**config.mk**
```make
export PLATFORM = sky130hd
export DESIGN_NAME = fsync_pulse_gen
export DESIGN_NICKNAME = d
export VERILOG_FILES = /design/src/rtl/fsg_pkg.sv /design/src/rtl/fsg_edge_sync.sv /design/src/rtl/fsg_pulse_core.sv /design/src/rtl/fsg_rx_route.sv /design/src/rtl/fsync_pulse_gen.sv
export SDC_FILE = /design/constraint.sdc
export NUM_CORES = 1
export LEC_CHECK = 0
export BUFFER_PORTS_ARGS = -buffer_cell sky130_fd_sc_hd__buf_2
export CORE_MARGIN = 2
export CORE_UTILIZATION = 58
export DETAILED_ROUTE_END_ITERATION = 10
export PLACE_DENSITY = 0.85
export SETUP_SLACK_MARGIN = 0.3
export SLEW_MARGIN = 20
export SYNTH_ARGS = -nofsm -noshare
export SYNTH_HDL_FRONTEND = slang
export SYNTH_SLANG_ARGS = --single-unit
```
**constraint.sdc**
```tcl
create_clock -name clk -period 5.55 [get_ports clk]
set_input_delay 0.555 -clock clk [delete_from_list [all_inputs] [get_ports clk]]
set_output_delay 0.555 -clock clk [all_outputs]
set_load 0.005 [all_outputs]
```
**src/rtl/fsg_pkg.sv**
```systemverilog
package fsg_pkg;
  typedef enum logic [1:0] {
    PIN_IN  = 2'b00,
    PIN_OUT = 2'b01,
    PIN_HIZ = 2'b10
  } pin_dir_e;
endpackage

```
**src/rtl/fsg_edge_sync.sv**
```systemverilog
module fsg_edge_sync #(
  parameter int STAGES = 2
) (
  input  logic clk,
  input  logic rst_n,
  input  logic d,
  output logic rise
);
  logic [STAGES-1:0] sh;
  logic              prev;

  always_ff @(posedge clk or negedge rst_n) begin
    if (!rst_n) begin
      sh   <= '0;
      prev <= 1'b0;
    end else begin
      sh   <= {sh[STAGES-2:0], d};
      prev <= sh[STAGES-1];
    end
  end

  assign rise = sh[STAGES-1] & ~prev;


  rise_single_chk: assert property (@(posedge clk) disable iff (!rst_n)
    rise |=> !rise);
endmodule

```
**src/rtl/fsg_pulse_core.sv**
```systemverilog
module fsg_pulse_core #(
  parameter int WB = 8,
  parameter int PB = 12
) (
  input  logic          clk,
  input  logic          rst_n,
  input  logic          active,
  input  logic          tick,
  input  logic          sync_mode,
  input  logic          rise,
  input  logic [WB-1:0] width_cfg,
  input  logic [PB-1:0] period_cfg,
  output logic          fs_o
);
  logic [WB-1:0] wcnt;
  logic [PB-1:0] pcnt;
  logic          pend;

  always_ff @(posedge clk or negedge rst_n) begin
    if (!rst_n) begin
      fs_o <= 1'b0;
      wcnt <= '0;
      pcnt <= '0;
      pend <= 1'b0;
    end else if (!active) begin
      fs_o <= 1'b0;
      wcnt <= '0;
      pcnt <= '0;
      pend <= 1'b0;
    end else if (sync_mode) begin
      if (tick && (pend || rise)) begin
        fs_o <= 1'b1;
        wcnt <= width_cfg;
        pcnt <= period_cfg;
        pend <= 1'b0;
      end else begin
        if (rise) pend <= 1'b1;
        if (tick && fs_o) begin
          if (wcnt == '0) fs_o <= 1'b0;
          else            wcnt <= wcnt - 1'b1;
        end
      end
    end else if (tick) begin
      if (pcnt == '0) begin
        fs_o <= 1'b1;
        wcnt <= width_cfg;
        pcnt <= period_cfg;
      end else begin
        pcnt <= pcnt - 1'b1;
        if (wcnt == '0) fs_o <= 1'b0;
        else            wcnt <= wcnt - 1'b1;
      end
    end
  end


  fs_idle_chk: assert property (@(posedge clk) disable iff (!rst_n)
    !active |=> !fs_o);

  fs_tick_chk: assert property (@(posedge clk) disable iff (!rst_n)
    (active && !tick) |=> $stable(fs_o));

  frame_start_chk: assert property (@(posedge clk) disable iff (!rst_n)
    (active && !sync_mode && tick && pcnt == '0) |=> fs_o);

  no_edge_quiet_chk: assert property (@(posedge clk) disable iff (!rst_n)
    (active && sync_mode && !fs_o && !rise && !pend) |=> !fs_o);
endmodule

```
**src/rtl/fsg_rx_route.sv**
```systemverilog
module fsg_rx_route
  import fsg_pkg::*;
(
  input  logic     clk,
  input  logic     rst_n,
  input  logic     loopback,
  input  logic     rx_mode,
  input  logic     ext_sync,
  input  logic     polarity,
  input  logic     tx_fs,
  input  logic     gen_fs,
  input  logic     pin_in,
  input  logic     ser_dout,
  input  logic     ser_din,
  output logic     rx_fs,
  output logic     pin_out,
  output pin_dir_e pin_dir,
  output logic     rx_data
);
  logic drive_src;

  always_comb begin
    if (loopback)     rx_fs = tx_fs;
    else if (rx_mode) rx_fs = gen_fs;
    else              rx_fs = pin_in ^ polarity;
  end

  always_comb begin
    if (ext_sync)      pin_dir = PIN_IN;
    else if (rx_mode)  pin_dir = PIN_OUT;
    else if (loopback) pin_dir = PIN_HIZ;
    else               pin_dir = PIN_IN;
  end

  assign drive_src = loopback ? tx_fs : gen_fs;
  assign pin_out   = (pin_dir == PIN_OUT) ? (drive_src ^ polarity) : 1'b0;
  assign rx_data   = loopback ? ser_dout : ser_din;


  pin_quiet_chk: assert property (@(posedge clk) disable iff (!rst_n)
    (pin_dir != PIN_OUT) |-> (pin_out == 1'b0));

  hiz_loop_chk: assert property (@(posedge clk) disable iff (!rst_n)
    (pin_dir == PIN_HIZ) |-> (loopback && !ext_sync));
endmodule

```
**src/rtl/fsync_pulse_gen.sv**
```systemverilog
module fsync_pulse_gen
  import fsg_pkg::*;
#(
  parameter int WIDTH_BITS  = 8,
  parameter int PERIOD_BITS = 12,
  parameter int SYNC_STAGES = 2
) (
  input  logic                   clk,
  input  logic                   rst_n,
  input  logic                   bit_tick,
  input  logic                   gen_en,
  input  logic                   fs_mode,
  input  logic [WIDTH_BITS-1:0]  width_cfg,
  input  logic [PERIOD_BITS-1:0] period_cfg,
  input  logic                   ext_sync_mode,
  input  logic                   loopback,
  input  logic                   rx_fs_mode,
  input  logic                   rx_polarity,
  input  logic                   tx_fs,
  input  logic                   fs_pin_in,
  input  logic                   ser_dout,
  input  logic                   ser_din,
  output logic                   gen_fs,
  output logic                   rx_fs,
  output logic                   fs_pin_out,
  output logic [1:0]             fs_pin_dir,
  output logic                   rx_data
);
  logic     active;
  logic     pin_rise;
  pin_dir_e dir_w;

  assign active = gen_en & fs_mode;

  fsg_edge_sync #(.STAGES(SYNC_STAGES)) u_sync (
    .clk  (clk),
    .rst_n(rst_n),
    .d    (fs_pin_in ^ rx_polarity),
    .rise (pin_rise)
  );

  fsg_pulse_core #(.WB(WIDTH_BITS), .PB(PERIOD_BITS)) u_core (
    .clk       (clk),
    .rst_n     (rst_n),
    .active    (active),
    .tick      (bit_tick),
    .sync_mode (ext_sync_mode),
    .rise      (pin_rise),
    .width_cfg (width_cfg),
    .period_cfg(period_cfg),
    .fs_o      (gen_fs)
  );

  fsg_rx_route u_route (
    .clk     (clk),
    .rst_n   (rst_n),
    .loopback(loopback),
    .rx_mode (rx_fs_mode),
    .ext_sync(ext_sync_mode),
    .polarity(rx_polarity),
    .tx_fs   (tx_fs),
    .gen_fs  (gen_fs),
    .pin_in  (fs_pin_in),
    .ser_dout(ser_dout),
    .ser_din (ser_din),
    .rx_fs   (rx_fs),
    .pin_out (fs_pin_out),
    .pin_dir (dir_w),
    .rx_data (rx_data)
  );

  assign fs_pin_dir = dir_w;
endmodule

```
==> out/qor.csv <==
stage,metric,value,unit
yosys,ys_types,45,
critical_path,cp_max_fo,11,
global_routing,grt.total_usage,24.6,%
critical_path,critPathArrivalTime,2.73,ns
power_and_ir_drop,peakVddDrop,0.197,mV
placed_design,numPortBuffers,38,
power_and_ir_drop,p_clk_share,19.0,%
final_layout,nets,271,
route,drc,0,
timing,worstMarginPinSlew,0.703,ns
yosys,yosys.area_share.adder,2.95,%
timing,fin_crit_sh,45.4,%
clock_network,clk_path_buf_depth,2,
final_layout,layout_commonest_cell,buf_2,
power_and_ir_drop,p_sw_share,36.2,%
power_and_ir_drop,comb_power_share,37.5,%
yosys,synthMuxAreaShare,7.24,%
clock_network,post-cts-setup-buffers,0,
power_and_ir_drop,p_int,0.292,mW
clock_network,htreeDepth,1,
floorplan,dieArea,0.00337,mm²
final_layout,fin_area,0.00193,mm²
yosys,post_synth.cell_area_avg,8.56,µm²
timing,relSlewSlack,52.9,%
timing,drv_slew,0,
power_and_ir_drop,switchingPower,0.165,mW
yosys,ys_ff_latch,25,
critical_path,startpoint_type,flop,
yosys,ys_warn_count,0,
route,vias,1645,
critical_path,rr_endpoint,u_core.wcnt[0],
yosys,synth-edff-count,0,
timing,fmax,0.397,GHz
placed_design,place_congestion,0.878,
timing,timing.final.crit_period,2.52,ns
power_and_ir_drop,seqPwrFrac,43.6,%
critical_path,endpoint,u_core.wcnt[0],
yosys,synth_ff_type,dfrtp_1,
hold_path,worst_hold_path_type,input pin to async pin,
global_routing,grt_overflow,0,
flow_run,cap_violations,0,
yosys,yosysSeqAreaShare,36.9,%
clock_network,cts-root-buf,clkbuf_4,
clock_network,cts_tree,done,
final_layout,final_cells,264,
critical_path,r2r_slack,3.03,ns
timing,setup_tns,0,ns
clock_network,cts_sinks,25,
critical_path,path_class,flop to flop,
placed_design,place_inst,260,
timing,post-route-worst-setup-slack,3.03,ns
route,drt_first_pass_iters,4,
placed_design,hpwl,2.87,mm
critical_path,crit_path_end_kind,flop,
floorplan,fp.dieW,58.0,µm
final_layout,final_util,70.0,%
critical_path,reg2reg_from,u_core.pcnt[0],
critical_path,reg2reg_depth,7,
clock_network,ctsHoldBuffers,0,
global_routing,grt_pass1_vias,1478,
timing,hold_viol,0,
clock_network,clkLatencyLatePin,0.32,ns
yosys,netlist_area,0.00169,mm²
floorplan,io_pins,39,
placed_design,place_ws,3.02,ns
yosys,syn_inst,198,
final_layout,layout-drive-gt1-share,22.3,%
yosys,synth_xor_area_share,1.03,%
timing,hold_ws,0.194,ns
timing,skew,0.00562,ns
global_routing,grt_pass1_wl,6.61,mm
global_routing,antenna_found_initial,0,
critical_path,startpoint,u_core.pcnt[0],
global_routing,grt_max_degree,26,
route,wl_per_cell,14.9,µm
route,ant_nets,0,
clock_network,postCtsResizedCells,0,
power_and_ir_drop,total_power,0.457,mW
clock_network,path_clk_slew,0.15,ns
timing,rsz0062_at_grt,no,
final_layout,mostFrequentLayoutCells,"buf_2, nor2_1, dfrtp_1",
route,drt_wl_total,3.93,mm
final_layout,syn2layout_area_growth,13.9,%
yosys,synth_top_family_by_area,simple AND/OR/NAND/NOR gates,
floorplan,coreArea,0.00276,mm²
clock_network,numCtsBuffers,3,
yosys,synth_compound_area_share,23.7,%
floorplan,rows,19,
placed_design,place_area,0.00189,mm²
power_and_ir_drop,p_per_area,237,mW/mm²
route,drt_iter0_drc,100,
floorplan,chipHeight,58.0,µm
yosys,async_reset_ff_share,100,%
timing,final-setup-viol-count,0,
run_status,status,completed,
final_layout,antenna_cells,0,
critical_path,worst_ep_required_time,5.76,ns
yosys,syn-num-nets,235,
power_and_ir_drop,power.leakage,0.939,nW
yosys,synth-simple-area-share,24.4,%
floorplan,start_util,61.4,%
route,viasPerCell,6.23,
-- power groups by stage --
stage                     combinational (mW)  sequential, mW  clock [mW]
after floorplan                        0.130           0.200           0
after global placement                 0.165           0.202           0
after detailed placement               0.168           0.202           0
after CTS                              0.168           0.199      0.0878
after global routing                   0.191           0.201      0.0956
final                                  0.171           0.199      0.0867
-- sequential cells by signal, summed over array words and instances (netlist names) --
name and cells:
u_core.pend 1, u_core.wcnt 8, u_core.fs_o 1, u_core.pcnt 12, u_sync.sh 2, u_sync.prev 1
-- final cells by class --
cell class | count | area, µm²
Clock buffer | 3 | 22.5
Sequential cell | 25 | 626
Inverter | 6 | 22.5
Clock inverter | 1 | 7.51
Timing Repair Buffer | 39 | 198
Fill cell | 229 | 828
Multi-Input combinational cell | 159 | 1010
Tap cell | 31 | 38.8
-- cells by family after synthesis --
logic type	after synthesis
and+or+nand+nor	78
AOI/OAI and AO/OA	63
xor gates and xnor gates	2
muxes	12
buffers and inverters	14
adders and majority gates	4
DFF	25
-- cell usage after synthesis, types with 3 or more instances --
cell type	n	area share, %
a21oi_1	15	4.4
buf_2	3	0.89
clkbuf_1	4	0.89
dfrtp_1	25	37
ha_1	4	3.0
inv_1	6	1.3
mux2i_1	10	5.9
nand2_1	13	2.9
nand2b_1	3	1.1
nor2_1	26	5.8
nor2b_1	4	1.5
nor3_1	6	1.8
nor3b_1	3	1.3
nor4_1	5	1.8
o21ai_0	13	3.8
o21ai_1	7	2.1
o22ai_1	5	1.8
o2bb2ai_1	7	3.6
o31ai_1	3	1.3
o41ai_1	3	1.6
or3_1	4	1.5
-- how the worst min path moves through the flow --
stage | from | slack, ns | cells past startpoint | end
global route | rst_n | 0.24 | 1 | u_core.pend
CTS | rst_n | 0.21 | 1 | u_core.wcnt[4]
detailed placement | u_sync.sh[0] | 0.34 | 0 | u_sync.sh[1]
floorplan | rst_n | 0.26 | 0 | u_core.fs_o
global placement | u_sync.sh[0] | 0.33 | 0 | u_sync.sh[1]
finish | rst_n | 0.19 | 1 | u_core.wcnt[4]
-- layer usage --
| metal | share of wire (%) | GRT usage (%) | vias to the layer above |
|---|---|---|---|
| met5 | 0 | 0 | - |
| met3 | 5.2 | 2.23 | 4 |
| met4 | 0.97 | 5.98 | 0 |
| met2 | 50 | 40.9 | 70 |
| li1 | - | - | 807 |
| met1 | 44 | 34.7 | 764 |
-- worst max-delay path, cell delays in order, from the launching register on --
cell	delay, ns
dfrtp_1	0.44
inv_1	0.11
ha_1	0.14
or4b_4	0.49
or3_1	0.43
o22a_1	0.43
a31oi_1	0.26
o22ai_1	0.10
Power figures use the tool's default switching activity.
